==> config.mk <==
export PLATFORM = sky130hd
export DESIGN_NAME = usbh_irq_gather
export DESIGN_NICKNAME = d
export VERILOG_FILES = /design/src/rtl/usbh_irq_pkg.sv /design/src/rtl/usbh_irq_frame_pend.sv /design/src/rtl/usbh_irq_status_w1c.sv /design/src/rtl/usbh_irq_level_out.sv /design/src/rtl/usbh_irq_gather.sv
export SDC_FILE = /design/constraint.sdc
export NUM_CORES = 1
export LEC_CHECK = 0
export BUFFER_PORTS_ARGS = -buffer_cell sky130_fd_sc_hd__buf_4
export CORE_AREA = 2 2 39 41
export CTS_CLUSTER_DIAMETER = 80
export DETAILED_ROUTE_END_ITERATION = 10
export DIE_AREA = 0 0 41 43
export PLACE_DENSITY = 0.51
export SYNTH_ARGS = -nofsm -noshare
export SYNTH_HDL_FRONTEND = slang
export SYNTH_SLANG_ARGS = --single-unit
==> constraint.sdc <==
create_clock -name clk -period 0.8 [get_ports clk]
set_input_delay 0.08 -clock clk [delete_from_list [all_inputs] [get_ports clk]]
set_output_delay 0.08 -clock clk [all_outputs]
set_load 0.03 [all_outputs]
==> src/rtl/usbh_irq_pkg.sv <==
package usbh_irq_pkg;

    // Register targets on the access port
    typedef enum logic {
        SEL_STATUS = 1'b0,
        SEL_ENABLE = 1'b1
    } reg_sel_e;

    // One decoded register-port command
    typedef struct packed {
        logic     wr;
        reg_sel_e sel;
    } reg_cmd_t;

    // Index of the descriptor-completion cause inside the schedule group
    localparam int unsigned DONE_IDX = 0;

    // Next value of a write-one-to-clear bit: a set outranks a clear
    function automatic logic w1c_next(input logic cur, input logic set, input logic clr);
        return set | (cur & ~clr);
    endfunction

    // Decode the raw port signals into a command
    function automatic reg_cmd_t decode_cmd(input logic wr_en, input logic wr_sel);
        reg_cmd_t c;
        c.wr  = wr_en;
        c.sel = reg_sel_e'(wr_sel);
        return c;
    endfunction

endpackage

==> src/rtl/usbh_irq_frame_pend.sv <==
module usbh_irq_frame_pend #(
    parameter int unsigned W = 2
) (
    input  logic         clk,
    input  logic         rst,
    input  logic [W-1:0] evt,
    input  logic         frame_end,
    output logic [W-1:0] pend,
    output logic [W-1:0] commit
);
    logic [W-1:0] pend_q;

    for (genvar i = 0; i < W; i++) begin : g_bit
        // An event that coincides with the strobe goes to the closing frame
        assign commit[i] = frame_end & (pend_q[i] | evt[i]);

        always_ff @(posedge clk) begin
            if (rst)
                pend_q[i] <= 1'b0;
            else if (frame_end)
                pend_q[i] <= 1'b0;
            else if (evt[i])
                pend_q[i] <= 1'b1;
        end
    end

    assign pend = pend_q;

    // the strobe leaves an empty pending set behind it
    a_r3_pend_empty: assert property (@(posedge clk) disable iff (rst)
        frame_end |=> (pend_q == '0));

    // a pending flag can only appear after an event
    a_r2_pend_needs_evt: assert property (@(posedge clk) disable iff (rst)
        (pend_q == '0) && !(|evt) |=> (pend_q == '0));

endmodule

==> src/rtl/usbh_irq_status_w1c.sv <==
module usbh_irq_status_w1c #(
    parameter int unsigned W = 2
) (
    input  logic         clk,
    input  logic         rst,
    input  logic [W-1:0] set,
    input  logic [W-1:0] clr,
    output logic [W-1:0] q
);
    import usbh_irq_pkg::*;

    logic [W-1:0] q_r;

    for (genvar i = 0; i < W; i++) begin : g_bit
        always_ff @(posedge clk) begin
            if (rst)
                q_r[i] <= 1'b0;
            else
                q_r[i] <= w1c_next(q_r[i], set[i], clr[i]);
        end

        // a set in the same cycle as a clear wins
        a_r7_set_wins: assert property (@(posedge clk) disable iff (rst)
            set[i] |=> q_r[i]);

        // a clear with no competing set empties the bit
        a_r6_clear_takes: assert property (@(posedge clk) disable iff (rst)
            (clr[i] && !set[i]) |=> !q_r[i]);

        // without a set or a clear the bit keeps its value
        a_r6_hold: assert property (@(posedge clk) disable iff (rst)
            (!clr[i] && !set[i]) |=> $stable(q_r[i]));
    end

    assign q = q_r;

endmodule

==> src/rtl/usbh_irq_level_out.sv <==
module usbh_irq_level_out #(
    parameter int unsigned NX = 2,
    parameter int unsigned NO = 2
) (
    input  logic [NX-1:0] stat_x,
    input  logic [NX-1:0] en_x,
    input  logic [NO-1:0] stat_o,
    output logic          irq_n
);
    logic [NX-1:0] live_x;
    logic          any_x;
    logic          any_o;

    for (genvar i = 0; i < NX; i++) begin : g_mask
        assign live_x[i] = stat_x[i] & en_x[i];
    end

    assign any_x = |live_x;
    assign any_o = |stat_o;
    assign irq_n = ~(any_x | any_o);

    always_comb begin
        // a set fault bit always pulls the line low
        a_r8_fault_unmasked: assert (!any_o || !irq_n);
    end

endmodule

==> src/rtl/usbh_irq_gather.sv <==
module usbh_irq_gather #(
    parameter int unsigned NUM_XACT = 2,
    parameter int unsigned NUM_OPER = 2,
    localparam int unsigned NUM_SRC = NUM_XACT + NUM_OPER
) (
    input  logic                clk,
    input  logic                rst,
    input  logic [NUM_XACT-1:0] xact_evt,
    input  logic                td_ioc,
    input  logic                frame_end,
    input  logic [NUM_OPER-1:0] oper_evt,
    input  logic                wr_en,
    input  logic                wr_sel,
    input  logic [NUM_SRC-1:0]  wr_data,
    input  logic                rd_sel,
    output logic [NUM_SRC-1:0]  rd_data,
    output logic                irq_n
);
    import usbh_irq_pkg::*;

    reg_cmd_t            cmd;
    logic [NUM_XACT-1:0] evt_q;
    logic [NUM_XACT-1:0] pend_x;
    logic [NUM_XACT-1:0] commit_x;
    logic [NUM_XACT-1:0] clr_x;
    logic [NUM_OPER-1:0] clr_o;
    logic [NUM_XACT-1:0] stat_x;
    logic [NUM_OPER-1:0] stat_o;
    logic [NUM_XACT-1:0] en_q;

    assign cmd = decode_cmd(wr_en, wr_sel);

    // The completion cause counts only when the descriptor asked for it
    for (genvar i = 0; i < NUM_XACT; i++) begin : g_qual
        if (i == DONE_IDX) begin : g_done
            assign evt_q[i] = xact_evt[i] & td_ioc;
        end else begin : g_plain
            assign evt_q[i] = xact_evt[i];
        end
    end

    usbh_irq_frame_pend #(.W(NUM_XACT)) u_pend (
        .clk       (clk),
        .rst       (rst),
        .evt       (evt_q),
        .frame_end (frame_end),
        .pend      (pend_x),
        .commit    (commit_x)
    );

    assign clr_x = (cmd.wr && cmd.sel == SEL_STATUS) ? wr_data[NUM_XACT-1:0] : '0;
    assign clr_o = (cmd.wr && cmd.sel == SEL_STATUS) ? wr_data[NUM_SRC-1:NUM_XACT] : '0;

    usbh_irq_status_w1c #(.W(NUM_XACT)) u_stat_x (
        .clk (clk),
        .rst (rst),
        .set (commit_x),
        .clr (clr_x),
        .q   (stat_x)
    );

    usbh_irq_status_w1c #(.W(NUM_OPER)) u_stat_o (
        .clk (clk),
        .rst (rst),
        .set (oper_evt),
        .clr (clr_o),
        .q   (stat_o)
    );

    always_ff @(posedge clk) begin
        if (rst)
            en_q <= '0;
        else if (cmd.wr && cmd.sel == SEL_ENABLE)
            en_q <= wr_data[NUM_XACT-1:0];
    end

    usbh_irq_level_out #(.NX(NUM_XACT), .NO(NUM_OPER)) u_out (
        .stat_x (stat_x),
        .en_x   (en_q),
        .stat_o (stat_o),
        .irq_n  (irq_n)
    );

    always_comb begin
        if (reg_sel_e'(rd_sel) == SEL_ENABLE)
            rd_data = {{NUM_OPER{1'b0}}, en_q};
        else
            rd_data = {stat_o, stat_x};
    end

    for (genvar i = 0; i < NUM_XACT; i++) begin : g_chk_x
        // a schedule status bit rises only on the frame strobe
        a_r2_deferred: assert property (@(posedge clk) disable iff (rst)
            $rose(stat_x[i]) |-> $past(frame_end));
    end

    for (genvar k = 0; k < NUM_OPER; k++) begin : g_chk_o
        // faults land in status on the next edge
        a_r5_fault_now: assert property (@(posedge clk) disable iff (rst)
            oper_evt[k] |=> stat_o[k]);
    end

    // without a register write the line cannot be released
    a_r9_hold_low: assert property (@(posedge clk) disable iff (rst)
        (!irq_n && !wr_en) |=> !irq_n);

    // the line is released while reset is applied
    a_r1_reset_idle: assert property (@(posedge clk)
        rst |=> irq_n);

endmodule

* Yosys cells after proc, flatten, opt, wreduce, memory -nomap -nowiden *
Index checks and enable logic that the tools add are counted.

cells by class
  muxes and demuxes = 3
  bitwise operators = 22
  reduce and logical (&&, ||, !) cells = 5

operators with widths
  cell                 count
  $and A1 B1 Y1        9
  $or A1 B1 Y1         7
  $not A1 Y1           6
  $reduce_or A2 Y1     3
  $mux W2              2
  $mux W4              1
  $logic_and A1 B1 Y1  2

word-level totals
  bits in registers = 8
  output and inout port bits = 5
  word-level logic and storage cells = 37

* Logic depth before layout (Yosys ltp) *
  word-level depth = 6
  gate-level depth with buffers = 3
  mapped depth without buffers = 2

* Modules after synthesis *
From an unflattened synthesis, not the netlist that was laid out.

second synthesis, totals
  cell total of the unflattened synthesis = 44
  area total of the unflattened synthesis = 387.9 um^2

by module, submodules not included
  module               instances  cells an instance  area each (um^2)  sequential area each (um^2)
  usbh_irq_gather      1          18                 160.2             40.0
  usbh_irq_status_w1c  2          8                  70.1              40.0
  usbh_irq_frame_pend  1          8                  70.1              40.0
  usbh_irq_level_out   1          2                  17.5              0.0

* Least setup slack after synthesis *
Ideal clock, no wire load.

  path kind = reg-to-output
  start point = register u_stat_x.q_r[1] (netlist: u_stat_x.q[1])
  end point = output irq_n
  data arrival time = 1.051 ns
  slack = -0.331 ns
  stages on the path, launching flop included = 3
  buffers on the path = 0
  path through = dfxtp_1 -> a211o_1 -> a21oi_1

on the way
  longest elaborated chain between the ends = 4

ends and longest elaborated chain
  item                               RTL line                   text
  from (decl)                        usbh_irq_status_w1c.sv:12  logic [W-1:0] q_r;
  from (signal, indexed assignment)  usbh_irq_status_w1c.sv:19  q_r[i] <= w1c_next(q_r[i], set[i], clr[i]);
  $and A1 B1 Y1                      usbh_irq_level_out.sv:15   assign live_x[i] = stat_x[i] & en_x[i];
  $reduce_or A2 Y1                   usbh_irq_level_out.sv:18   assign any_x = |live_x;
  $or A1 B1 Y1                       usbh_irq_level_out.sv:20   assign irq_n = ~(any_x | any_o);
  $not A1 Y1                         usbh_irq_level_out.sv:20
  to (decl)                          usbh_irq_gather.sv:17      output logic irq_n

Every way passes these cells.

* Final worst setup path *
Ends and elaborated chain as after synthesis.

==> impl_metrics.yaml <==
outcome:
  status: "finished, violations left"
  violations: "setup timing"
routing:
  vias: 400
  drc_errors: 0
  avgRoutedWirePerCell_um: 11.6
  antenna_left: 0
  first_pass_iters: 4
  dr.first_iter.drc_count: 2
  vias_per_cell: 4.76
  wirelength_um: 977
clock_tree:
  h-tree-depth: 1
  clockRootBuffer: "clkbuf_4"
  clock_path_buffers: 2
  cts_buffers: 3
  cts_hold_buf: 0
  cts_tree: "built"
  clkSinkCount: 8
  clk_latency_ns: 0.25
  path_clk_slew_ns: 0.06
floorplan:
  die-area_mm2: 0.00176
  fp.dieH_um: 43
  core_mm2: 0.00138
  io_pins: 20
  rows: 14
  fp.dieW_um: 41
  initial_core_util_pct: 25.9
power_and_ir_drop:
  irDropWorstVdd_v: 0.000801
  leakage_nw: 0.312
  powerDensity_mw_per_mm2: 1480
  p_sw_share_pct: 27.5
  p_switching_mw: 0.292
  pwr-share-comb_pct: 29.6
  p_seq_share_pct: 41.4
  p_int_mw: 0.770
  clkPwrFrac_pct: 29.0
setup_path:
  start_kind: "flop"
  critPathTopFamily: "compound AO/OA/AOI/OAI gates"
  path_buf_inv: 1
  path_class: "reg -> out"
  required_ns: 0.72
  r2r-start: "en_q[1]"
  worstPathMaxFanout: 2
  rrSetupSlack_ns: -0.08
  worst-r2r-cell-count: 4
  max_stage_delay_ns: 0.32
  crit_chain: "a211o_1 > a21oi_4 > buf_6"
  r2r-end: "en_q[1]"
  critPathArrivalTime_ns: 1.13
  cpMaxStageDelayCell: "a211o_1"
  crit_path_end_kind: "output pin"
timing:
  period_minus_slack_ns: 1.21
  finalSetupTns_ns: -1.25
  final-hold-violation-count: 0
  period_share_pct: 152
  rsz0062_at_grt: "true"
  slew_headroom_pct: 85.5
  setup_viol: 7
  drv_slew: 0
  fin_ws_ns: -0.414
  worst_pin_slew_ns: 0.217
  clock_skew_ns: 0.00180
  fmax_mhz: 824
  hold_ws_ns: 0.00432
grt:
  grt_remaining_overflow: 0
  grt_pass1_vias: 363
  grt_max_degree: 10
  grt_pass1_wl_mm: 1.46
  grt_usage_pct: 12.8
  grt_antenna_before_repair: 0
synth:
  synth.net_count: 55
  synth_cells: 40
  syn_area_per_cell_um2: 8.98
  ys_seq_area_share_pct: 44.6
  synth_cell_types: 16
  synth-seq-cells: 8
  yosys_warnings: 0
  synth_area_um2: 359
flow_run:
  drv_cap: 0
placement:
  io_buffers: 19
  dp_hpwl_um: 685
  gp_congestion: 0.672
  pre_cts_ws_ns: -0.157
worst_hold_path:
  worstHoldStart: "frame_end"
  min_to: "u_pend.pend[0]"
  hold_depth: 2
  min_path_type: "in -> reg"
cells_and_area:
  drive_gt1_share_pct: 75.0
  layout_common_cells: "16 x buf_4, 10 x buf_6, 4 x dfxtp_2"
  layout.nets: 85
  n_fill_cell: 138
  mostFrequentLayoutCell: "buf_4"
  fin_util_pct: 51.9
  syn2layout_area_growth_pct: 100
  diodes: 0
kinds of logic after synthesis:
kind of cell           share of synthesized area, %
AOI/OAI and AO/OA                              21.3
DFF                                            44.6
and+or+nand+nor                                30.7
buffers and inverters                          3.48
power groups by stage:
stage               combinational [mW]  sequential [mW]  clock, mW
detailed placement               0.247            0.444          0
CTS                              0.295            0.442      0.314
global placement                 0.247            0.444          0
global route                     0.339            0.442      0.330
floorplan                        0.120            0.445          0
finish                           0.315            0.440      0.308
synthesized netlist by cell type:
cell      instances  share of area (%)
a211o_1           1                2.4
a21bo_2           2                5.6
a21oi_1           4                5.6
and3b_1           2                4.9
and4bb_2          2                7.0
buf_2             1                1.4
dfxtp_1           8                 45
inv_1             2                2.1
nand2_1           2                2.1
nand2b_1          1                1.7
nand3_1           2                2.8
nor2_1            3                3.1
nor2b_1           2                3.5
nor3_1            4                5.6
o21ai_0           2                2.8
o32ai_1           2                4.9
metrics by stage:
stage | power (mW) | cell area, um^2 | cells
floorplan | 0.565 | 390 | 40
global placement | 0.691 | 578 | 78
detailed placement | 0.691 | 578 | 78
CTS | 1.05 | 688 | 83
global route | 1.11 | 718 | 84
finish | 1.06 | 718 | 84
worst max-delay path by stage:
stage / startpoint / endpoint / slack (ns) / depth (start not counted)
finish: u_stat_x.q[1] / irq_n / -0.41 / 3
global route: u_stat_x.q[1] / irq_n / -0.44 / 3
CTS: u_stat_x.q[1] / irq_n / -0.42 / 3
detailed placement: u_stat_x.q[1] / irq_n / -0.16 / 3
global placement: u_stat_x.q[1] / irq_n / -0.16 / 3
floorplan: u_stat_x.q[1] / irq_n / -0.11 / 2
flip-flops by register name, indices dropped and copies added (netlist names):
signal       cells
u_pend.pend      2
u_stat_o.q       2
u_stat_x.q       2
en_q             2
repair_timing:
item                       4_1_cts  5_1_grt
gates cloned                     0        0
pin swaps                        4        2
setup endpoints to repair        7        8
buffers inserted                 2        3
resized for setup               22        7
metal layers:
metal	track usage [%]	part of all wire, %	up-vias
met5	0	0	-
li1	-	-	202
met1	16.4	44	184
met2	18.4	50	12
met3	0	3.5	2
met4	12.0	1.9	0
layout make-up:
type | instances | area (um^2) | area share, %
Tap cell | 16 | 20.0 | 2.79
Sequential cell | 8 | 169 | 23.5
Inverter | 2 | 7.51 | 1.05
Multi-Input combinational cell | 29 | 267 | 37.1
Clock buffer | 3 | 22.5 | 3.14
Timing Repair Buffer | 26 | 233 | 32.4
(Power assumes the default switching activity.)
